### src/rtl/synth_prog_pkg.sv
package synth_prog_pkg;
    parameter int SWL_W = 7;
    parameter int MAIN_W = 10;
    parameter int REF_W = 14;
    localparam int WORD_W = REF_W + MAIN_W + SWL_W + 1;

    // Field layout of the shift chain; the last bit received sits in mode.
    typedef struct packed {
        logic [REF_W-1:0]  ref_div;
        logic [MAIN_W-1:0] main_div;
        logic [SWL_W-1:0]  swl_div;
        logic              mode;
    } prog_word_t;

    typedef struct packed {
        logic [REF_W-1:0]  ref_div;
        logic [MAIN_W-1:0] main_div;
        logic [SWL_W-1:0]  swl_div;
    } div_set_t;

    function automatic div_set_t word_to_divs(input prog_word_t w);
        div_set_t d;
        d.ref_div  = w.ref_div;
        d.main_div = w.main_div;
        d.swl_div  = w.swl_div;
        return d;
    endfunction
endpackage

### src/rtl/sp_sync.sv
module sp_sync #(
    parameter int W = 3,
    parameter int STAGES = 2
) (
    input  logic         clk,
    input  logic         rst,
    input  logic [W-1:0] async_i,
    output logic [W-1:0] level_o,
    output logic [W-1:0] rise_o
);
    logic [W-1:0] stage_q [STAGES];
    logic [W-1:0] last_q;

    genvar g;
    generate
        for (g = 0; g < STAGES; g++) begin : g_stage
            always_ff @(posedge clk) begin
                if (rst) begin
                    stage_q[g] <= '0;
                end else begin
                    if (g == 0) stage_q[g] <= async_i;
                    else        stage_q[g] <= stage_q[(g == 0) ? 0 : g-1];
                end
            end
        end
    endgenerate

    always_ff @(posedge clk) begin
        if (rst) last_q <= '0;
        else     last_q <= stage_q[STAGES-1];
    end

    assign level_o = stage_q[STAGES-1];
    assign rise_o  = stage_q[STAGES-1] & ~last_q;
endmodule

### src/rtl/sp_chain.sv
module sp_chain
    import synth_prog_pkg::*;
(
    input  logic       clk,
    input  logic       rst,
    input  logic       shift_i,
    input  logic       bit_i,
    output prog_word_t word_o
);
    logic [WORD_W-1:0] chain_q;

    // New bits enter the mode cell at bit 0 and move toward the reference field.
    always_ff @(posedge clk) begin
        if (rst)          chain_q <= '0;
        else if (shift_i) chain_q <= {chain_q[WORD_W-2:0], bit_i};
    end

    assign word_o = prog_word_t'(chain_q);
endmodule

### src/rtl/sp_hold.sv
module sp_hold
    import synth_prog_pkg::*;
(
    input  logic       clk,
    input  logic       rst,
    input  logic       load_i,
    input  prog_word_t word_i,
    output div_set_t   divs_o,
    output logic       upd_o,
    output logic       upd_ref_o,
    output logic       run_o
);
    div_set_t next_divs;
    div_set_t divs_q;
    logic     upd_q, upd_ref_q, run_q;

    always_comb begin
        next_divs = word_to_divs(word_i);
        if (!word_i.mode) next_divs.ref_div = divs_q.ref_div;
    end

    always_ff @(posedge clk) begin
        if (rst) begin
            divs_q    <= '0;
            upd_q     <= 1'b0;
            upd_ref_q <= 1'b0;
            run_q     <= 1'b0;
        end else begin
            upd_q     <= load_i;
            upd_ref_q <= load_i & word_i.mode;
            if (load_i) begin
                divs_q <= next_divs;
                if (word_i.mode) run_q <= 1'b1;
            end
        end
    end

    assign divs_o    = divs_q;
    assign upd_o     = upd_q;
    assign upd_ref_o = upd_ref_q;
    assign run_o     = run_q;
endmodule

### src/rtl/synth_prog_loader.sv
module synth_prog_loader
    import synth_prog_pkg::*;
(
    input  logic              clk,
    input  logic              rst,
    input  logic              ser_data_i,
    input  logic              ser_clk_i,
    input  logic              ser_le_i,
    output logic [SWL_W-1:0]  swallow_o,
    output logic [MAIN_W-1:0] main_o,
    output logic [REF_W-1:0]  ref_o,
    output logic              upd_o,
    output logic              upd_ref_o,
    output logic              run_o
);
    localparam int IDX_DATA = 0;
    localparam int IDX_SCLK = 1;
    localparam int IDX_LE   = 2;

    logic [2:0] lvl, rise;
    prog_word_t word;
    div_set_t   divs;

    sp_sync #(.W(3), .STAGES(2)) u_sync (
        .clk     (clk),
        .rst     (rst),
        .async_i ({ser_le_i, ser_clk_i, ser_data_i}),
        .level_o (lvl),
        .rise_o  (rise)
    );

    sp_chain u_chain (
        .clk     (clk),
        .rst     (rst),
        .shift_i (rise[IDX_SCLK]),
        .bit_i   (lvl[IDX_DATA]),
        .word_o  (word)
    );

    sp_hold u_hold (
        .clk       (clk),
        .rst       (rst),
        .load_i    (rise[IDX_LE]),
        .word_i    (word),
        .divs_o    (divs),
        .upd_o     (upd_o),
        .upd_ref_o (upd_ref_o),
        .run_o     (run_o)
    );

    assign swallow_o = divs.swl_div;
    assign main_o    = divs.main_div;
    assign ref_o     = divs.ref_div;
endmodule

### config.mk
export PLATFORM = sky130hd
export DESIGN_NAME = synth_prog_loader
export DESIGN_NICKNAME = d
export VERILOG_FILES = /design/src/rtl/synth_prog_pkg.sv /design/src/rtl/sp_sync.sv /design/src/rtl/sp_chain.sv /design/src/rtl/sp_hold.sv /design/src/rtl/synth_prog_loader.sv
export SDC_FILE = /design/constraint.sdc
export NUM_CORES = 1
export LEC_CHECK = 0
export CAP_MARGIN = 5
export CORE_ASPECT_RATIO = 2
export CORE_MARGIN = 3
export CORE_UTILIZATION = 52
export DETAILED_ROUTE_END_ITERATION = 7
export PLACE_DENSITY = 0.76
export SLEW_MARGIN = 20
export SYNTH_ARGS = -nofsm -noshare
export SYNTH_HDL_FRONTEND = slang
export SYNTH_SLANG_ARGS = --single-unit
### constraint.sdc
create_clock -name clk -period 1.35 [get_ports clk]
set_input_delay 0.135 -clock clk [delete_from_list [all_inputs] [get_ports clk]]
set_output_delay 0.135 -clock clk [all_outputs]
set_load 0.05 [all_outputs]
### Word level (Yosys, flattened, before mapping)

Memories as Yosys holds them, arrays and structs flattened.
Index checks and enable logic that the tools add are counted.

* memories: 1
* flip-flop bits (word level): 69
* output and inout bits: 34
* logic and storage cells: 20
* latch bits: 0
* ROM bits: 0
* RAM bits: 6
* bits of input ports: 5

Memories
* u_sync.stage_q: words 2, width 3, read ports 2, clocked after Yosys merged registers in 0, write ports 2, line sp_sync.sv:11 `logic [W-1:0] stage_q [STAGES];`

* add/subtract/negate cells: 0
* equality and inequality tests: 0
* $mul: 0
* mux-type cells: 5
* shifts and indexed selects: 0
* reduce and logical (&&, ||, !) cells: 1
* div/mod/pow operators: 0
* $lt $le $gt $ge: 0
* bitwise logic cells: 5

Operator list (count)
* $mux 3: 2
* $and 3x3->3: 1
* $mux 1: 3
* $not 3->3: 1
* $or 1x1->1: 2
* $reduce_and 2->1: 1
* $and 1x1->1: 1

### Depth between registers and ports, before layout

Gate-level depths: netlist of run 1.

* word-level depth: 3
* gate-level depth with buffers: 5
* gate-level depth less buffers: 3

### Hierarchy

From an unflattened synthesis of run 1, not the netlist that was laid out.

* cells, all modules: 251
* area, all modules: 2710.1 um^2

By module, submodules not included
* sp_hold: sequential area each 680.7 um^2, instances 1, cells an instance 127, area each 1291.2 um^2
* sp_chain: sequential area each 640.6 um^2, instances 1, cells an instance 103, area each 1163.6 um^2
* sp_sync: sequential area each 180.2 um^2, instances 1, cells an instance 21, area each 255.2 um^2

### Worst setup path before layout of run 1

OpenSTA, ideal clock, no wires.

* path type: reg2reg
* start point: register u_sync.last_q[2], read port of u_sync.stage_q
* end point: register u_hold.run_q (netlist: u_hold.run_o)
* arrival: 866 ps
* slack: 356 ps
* clock period less this slack: 994 ps
* library setup time: 128 ps
* data required time: 1222 ps
* cell stages (with the launch flop): 6
* path buffers: 2
* path through: dfxtp_1 > and3b_1 > buf_4 > buf_6 > nor2_1 > nor2_1

* longest elaborated chain between the ends: 3

Ends and longest elaborated chain
* start: declaration: line sp_sync.sv:12 `logic [W-1:0] last_q;`
* $not 3->3: line sp_sync.sv:34 `assign rise_o = stage_q[STAGES-1] & ~last_q;`
* $and 3x3->3: line sp_sync.sv:34
* $reduce_and 2->1 (no source line)
* end signal: assignment: line sp_hold.sv:27 `run_q <= 1'b0;`
* end signal: assignment: line sp_hold.sv:33 `if (word_i.mode) run_q <= 1'b1;`
* end: declaration: line sp_hold.sv:15 `logic upd_q, upd_ref_q, run_q;`

No other way between the ends.
A chain may end at the register's enable or synchronous reset.

==> results.sh, run 1 <==
export IMPL_peakVddDrop_uv=1090
export IMPL_slowest_stage="dfxtp_1"
export IMPL_grt_antenna_before_repair=0
export IMPL_start_kind="flop"
export IMPL_drt_pass1_iterations=4
export IMPL_worstMarginPinSlew_ns=0.4098
export IMPL_crit_type="reg2reg"
export IMPL_cp_required_ns=1.62
export IMPL_ys_seq_elements=74
export IMPL_cts_tree="yes"
export IMPL_rrSetupSlack_ns=0.27
export IMPL_fin_util=0.7514
export IMPL_grt_ovfl_total=0
export IMPL_synth_avg_cell_area_sq_um=8.453
export IMPL_clock_path_buffers=2
export IMPL_period_needed_ns=1.082
export IMPL_cts_setup_buffers=0
export IMPL_setup_viol=0
export IMPL_ant_nets=0
export IMPL_netlist_instances=303
export IMPL_portBuffers=38
export IMPL_grt_setup_unrepaired="false"
export IMPL_cts_hold_buf=0
export IMPL_die_height_um=105.3
export IMPL_power_total_mw=4.125
export IMPL_power_density_nw_per_um2=1172
export IMPL_p_leak_nw=1.215
export IMPL_ff_latch_area_sq_um=1481
export IMPL_skew_ns=0.009690
export IMPL_worstHoldPathType="in2reg"
export IMPL_syn_cell_area_sq_um=2561
export IMPL_fin_tns_setup_ns=0
export IMPL_row_count=35
export IMPL_cts_sinks=74
export IMPL_cts_buffers=9
export IMPL_max_stage_delay_ns=0.39
export IMPL_drcViolationCount=0
export IMPL_postPlaceCellArea_sq_um=3311
export IMPL_hold_violations=0
export IMPL_grt_pass1_wl_mm=8.680
export IMPL_status="finished clean"
export IMPL_drtIter0Drc=49
export IMPL_cap_violations=0
export IMPL_yosysWarningCount=0
export IMPL_crit_path_max_fanout=11
export IMPL_fp_dieArea_sq_um=5855
export IMPL_syn_nets=308
export IMPL_dieWidth_um=55.63
export IMPL_grt_max_degree=37
export IMPL_root_buffer="clkbuf_8"
export IMPL_ys_seq_area_frac=0.5784
export IMPL_grt_pass1_vias=2035
export IMPL_multi_input_area_sq_um=942.2
export IMPL_gp_congestion=0.7693
export IMPL_crit_chain="nor2b_1 -> buf_4 -> nand2_1 -> a21oi_1"
export IMPL_design_area_sq_um=3521
export IMPL_cp_end_kind="flop"
export IMPL_synth_distinct_cells=14
export IMPL_arrival_ns=1.35
export IMPL_area_delta_synth_final_pct=37.47
export IMPL_track_usage=0.1881
export IMPL_slew_viol_final=0
export IMPL_viasPerCell=5.107
export IMPL_dpl_hpwl_mm=3.320
export IMPL_post_route_period_util=0.8018
export IMPL_antennaDiodeCount=0
export IMPL_initial_core_util=0.5466
export IMPL_h_tree_depth=3
export IMPL_drt_wirelength_per_cell_um=12.53
export IMPL_ios=39
export IMPL_timing_slew_headroom=0.7268
export IMPL_nets=347
export IMPL_max_freq_mhz=923.8
export IMPL_layout_drive_gt1_share=0.2104
export IMPL_drt_total_wl_mm=5.037
export IMPL_clkLatencyLatePin_ns=0.34
export IMPL_num_vias=2053
export IMPL_coreArea_sq_um=4686
export IMPL_post_cts_resized=0
export IMPL_clk_pin_slew_ns=0.07
export IMPL_nFillCells=300
final cells by class:
cell class,instances,area share
sequential,74,0.4208
multi-input combinational,207,0.2676
timing repair buffer,50,0.2324
clock buffer,11,0.03731
clock inverter,5,0.02239
tap,55,0.01955
metal layers:
| layer | global-route usage | routed length (um) |
|---|---|---|
| met2 | 0.3542 | 2868 |
| met1 | 0.1760 | 1872 |
| met4 | 0.1113 | 111 |
| met5 | 0 | 0 |
| met3 | 0.04534 | 185 |
metrics by stage:
step | setup WS [ns] | hold slack, ns | cells
after global placement | 0.3018 | 0.4163 | 386
after floorplan | 0.3560 | 0.2632 | 303
after detailed placement | 0.2973 | 0.4239 | 386
final | 0.2675 | 0.2036 | 402
after CTS | 0.2538 | 0.1865 | 402
after global routing | 0.1688 | 0.2140 | 402
state kept, by name, indices dropped and copies added (netlist names):
name,flops
u_hold.upd_ref_o,1
u_hold.divs_o,31
u_sync.last_q,2
u_chain.word_o,32
u_hold.run_o,1
u_sync.stage_q,6
u_hold.upd_o,1
cells in the mapped netlist:
cell,n,area (sq um)
and3b_1,1,8.760
buf_6,3,33.78
nor3b_1,1,7.510
buf_4,7,52.55
dfxtp_1,74,1481
a21oi_1,52,260.3
nand3b_1,1,7.510
a21oi_2,11,96.34
nand2b_1,2,12.51
nor2_1,3,11.26
nand2_1,126,473.0
nor2b_1,10,62.56
clkbuf_1,5,18.77
buf_2,7,35.03
critical path, delay by kind of cell, from the launching register on:
family	cells	cell delay, ns
buffers and inverters	1	0.21
AO/OA/AOI/OAI	1	0.11
flip-flops	1	0.39
AND/OR/NAND/NOR	2	0.29
final timing paths:
path / startpoint / end / depth (start not counted)
setup / recovery: u_sync.stage_q[1][2] / u_hold.divs_o[9] / 4
hold / removal: rst / u_hold.divs_o[22] / 2
setup reg to reg: u_sync.stage_q[1][2] / u_hold.divs_o[9] / 4
hold reg to reg: u_sync.stage_q[1][0] / u_chain.word_o[0] / 2
report_power, final:
part / leakage, nW / internal (mW) / switching, mW / total, mW
sequential: 0.597 / 2.19 / 0.00571 / 2.20
clock: 0.107 / 1.04 / 0.762 / 1.80
combinational: 0.510 / 0.0439 / 0.0822 / 0.126
total: 1.21 / 3.28 / 0.850 / 4.12
cell usage in the layout, fill, tap and decap left out, drive strengths merged:
cell and count:
a21oi 63, and3b 1, buf 47, bufinv 2, clkbuf 11, clkdlybuf4s50 3, clkinv 3, dfxtp 74
nand2 126, nand2b 2, nand3b 1, nor2 3, nor2b 10, nor3b 1
logic make-up (layout without fill, tap and decap cells):
group | Yosys count | after routing | share of synthesized area
AOI/OAI and AO/OA | 63 | 63 | 0.1392
DFF | 74 | 74 | 0.5784
buffers and inverters | 22 | 66 | 0.05471
and+or+nand+nor | 144 | 144 | 0.2277
Note: power is estimated with default switching activity, not from simulation.
==> inputs of run 2 (changes only) <==
==> constraint.sdc (replaced) <==
create_clock -name clk -period 1.1 [get_ports clk]
set_input_delay 0.11 -clock clk [delete_from_list [all_inputs] [get_ports clk]]
set_output_delay 0.11 -clock clk [all_outputs]
set_load 0.05 [all_outputs]
==> run 2 against run 1 <==
  * Fmax increased by 2.0%
  * First-iteration DRC count increased by 8.2%
  * Routed wire length increased by 2.3%
  * Largest power group unchanged
  * Largest cell class unchanged
  * Critical path type unchanged
  * Clock skew about the same
  * Sequential cell count unchanged
==> results.sh, run 2 (synthesis gave the netlist of run 1 again) <==
export IMPL_start_kind="flop"
export IMPL_clock_path_buffers=2
export IMPL_root_buffer="clkbuf_8"
export IMPL_cp_required_ns=1.37
export IMPL_skew_ns=0.009985
export IMPL_initial_core_util=0.5466
export IMPL_crit_type="reg2reg"
export IMPL_fin_tns_setup_ns=0
export IMPL_nFillCells=277
export IMPL_largest_register_ffs=32
export IMPL_multi_input_area_sq_um=949.7
export IMPL_grt_setup_unrepaired="false"
export IMPL_grt_ovfl_total=0
export IMPL_nets=349
export IMPL_worstMarginPinSlew_ns=0.2570
export IMPL_cp_buffers_inverters=1
export IMPL_regToRegEndpoint="u_hold.divs_o[8]"
export IMPL_crit_chain="nand2b_1 -> buf_4 -> nand2_1 -> a21oi_1"
export IMPL_gp_congestion=0.7146
export IMPL_arrival_ns=1.33
export IMPL_ant_nets=0
export IMPL_power_density_nw_per_um2=1455
export IMPL_crit_path_max_fanout=11
export IMPL_cts_buffers=9
export IMPL_setup_viol=0
export IMPL_drtIter0Drc=53
export IMPL_grt_pass1_wl_mm=8.514
export IMPL_cap_violations=0
export IMPL_worstReg2RegStart="u_sync.last_q[2]"
export IMPL_hold_violations=0
export IMPL_clk_pin_slew_ns=0.07
export IMPL_grt_antenna_before_repair=0
export IMPL_drt_pass1_iterations=4
export IMPL_grt_max_degree=27
export IMPL_row_count=35
export IMPL_num_vias=2057
export IMPL_period_needed_ns=1.062
export IMPL_max_stage_delay_ns=0.38
export IMPL_ff2ff_path_depth=4
export IMPL_peakVddDrop_uv=1496
export IMPL_status="finished clean"
export IMPL_p_leak_nw=1.251
export IMPL_drcViolationCount=0
export IMPL_dpl_hpwl_mm=3.416
export IMPL_final_common_cell="nand2_1"
export IMPL_post_route_period_util=0.9651
export IMPL_layout_common_cells="126 x nand2_1, 71 x dfxtp_1, 52 x a21oi_1"
export IMPL_ff_latch_area_sq_um=1485
export IMPL_ios=39
export IMPL_cts_tree="yes"
export IMPL_drt_total_wl_mm=5.151
export IMPL_drt_wirelength_per_cell_um=12.75
export IMPL_dpl_cell_count=387
export IMPL_clkLatencyLatePin_ns=0.35
export IMPL_slew_viol_final=0
export IMPL_coreArea_sq_um=4686
export IMPL_hold_start="rst"
export IMPL_cp_end_kind="flop"
export IMPL_fp_dieArea_sq_um=5855
export IMPL_whs_endpoint="u_chain.word_o[0]"
export IMPL_crit_family="flip-flops"
export IMPL_track_usage=0.1868
export IMPL_dieWidth_um=55.63
export IMPL_die_height_um=105.3
export IMPL_slowest_stage="dfxtp_2"
export IMPL_portBuffers=38
export IMPL_max_freq_mhz=942.0
export IMPL_area_delta_synth_final_pct=41.67
export IMPL_timing_slew_headroom=0.8287
export IMPL_setup_ws_ns=0.03840
export IMPL_cts_sinks=74
export IMPL_layout_drive_gt1_share=0.2321
export IMPL_fin_cells=404
export IMPL_worstHoldPathType="in2reg"
export IMPL_fin_hold_ws_ns=0.1107
export IMPL_hold_depth=2
export IMPL_h_tree_depth=3
export IMPL_grt_pass1_vias=1975
export IMPL_rrSetupSlack_ns=0.04
export IMPL_place_ws_ns=0.09097
export IMPL_antennaDiodeCount=0
export IMPL_viasPerCell=5.092
export IMPL_fin_util=0.7744
-- run 2: how the worst max path moves through the flow --
stage	cells after the start	to	startpoint
after floorplan	5	u_hold.run_o	u_sync.last_q[2]
after global placement	4	u_hold.divs_o[28]	u_chain.word_o[0]
after detailed placement	4	u_hold.divs_o[26]	u_chain.word_o[0]
after CTS	4	u_hold.divs_o[8]	u_sync.stage_q[1][2]
after global routing	4	u_hold.divs_o[9]	u_sync.last_q[2]
final	4	u_hold.divs_o[8]	u_sync.last_q[2]
-- run 2: timing repair --
item | in CTS | in global routing
buffers inserted | 0 | 0
setup endpoints to repair | 0 | 7
resized for setup | 0 | 5
hold buffers | 0 | 0
-- run 2: area by class of cell --
class | instances | share of cell area
Timing Repair Buffer | 52 | 0.2445
Clock buffer | 12 | 0.04552
Multi-Input combinational cell | 207 | 0.2617
Tap cell | 55 | 0.01897
Clock inverter | 4 | 0.02000
Sequential cell | 74 | 0.4093
-- run 2: through the flow --
step           power [mW]  instance area (sq um)
3_5_place_dp        2.926                   3368
5_1_grt             5.441                   3628
2_1_floorplan       2.863                   2561
3_3_place_gp        2.924                   3368
6_report            5.280                   3628
4_1_cts             5.324                   3606
-- run 2: metal layers --
layer  global-route usage  vias to the layer above  part of all wire
met5                    0                        -                 0
met4              0.09913                        0             0.030
met3              0.05270                       15             0.040
met2               0.3449                       43              0.55
met1               0.1812                      951              0.37
li1                     -                     1048                 -
-- run 2: power breakdown --
group	total, mW	switching, mW	internal (mW)
Combinational	0.172	0.104	0.0682
Clock	2.41	0.949	1.46
Sequential	2.70	0.00776	2.69
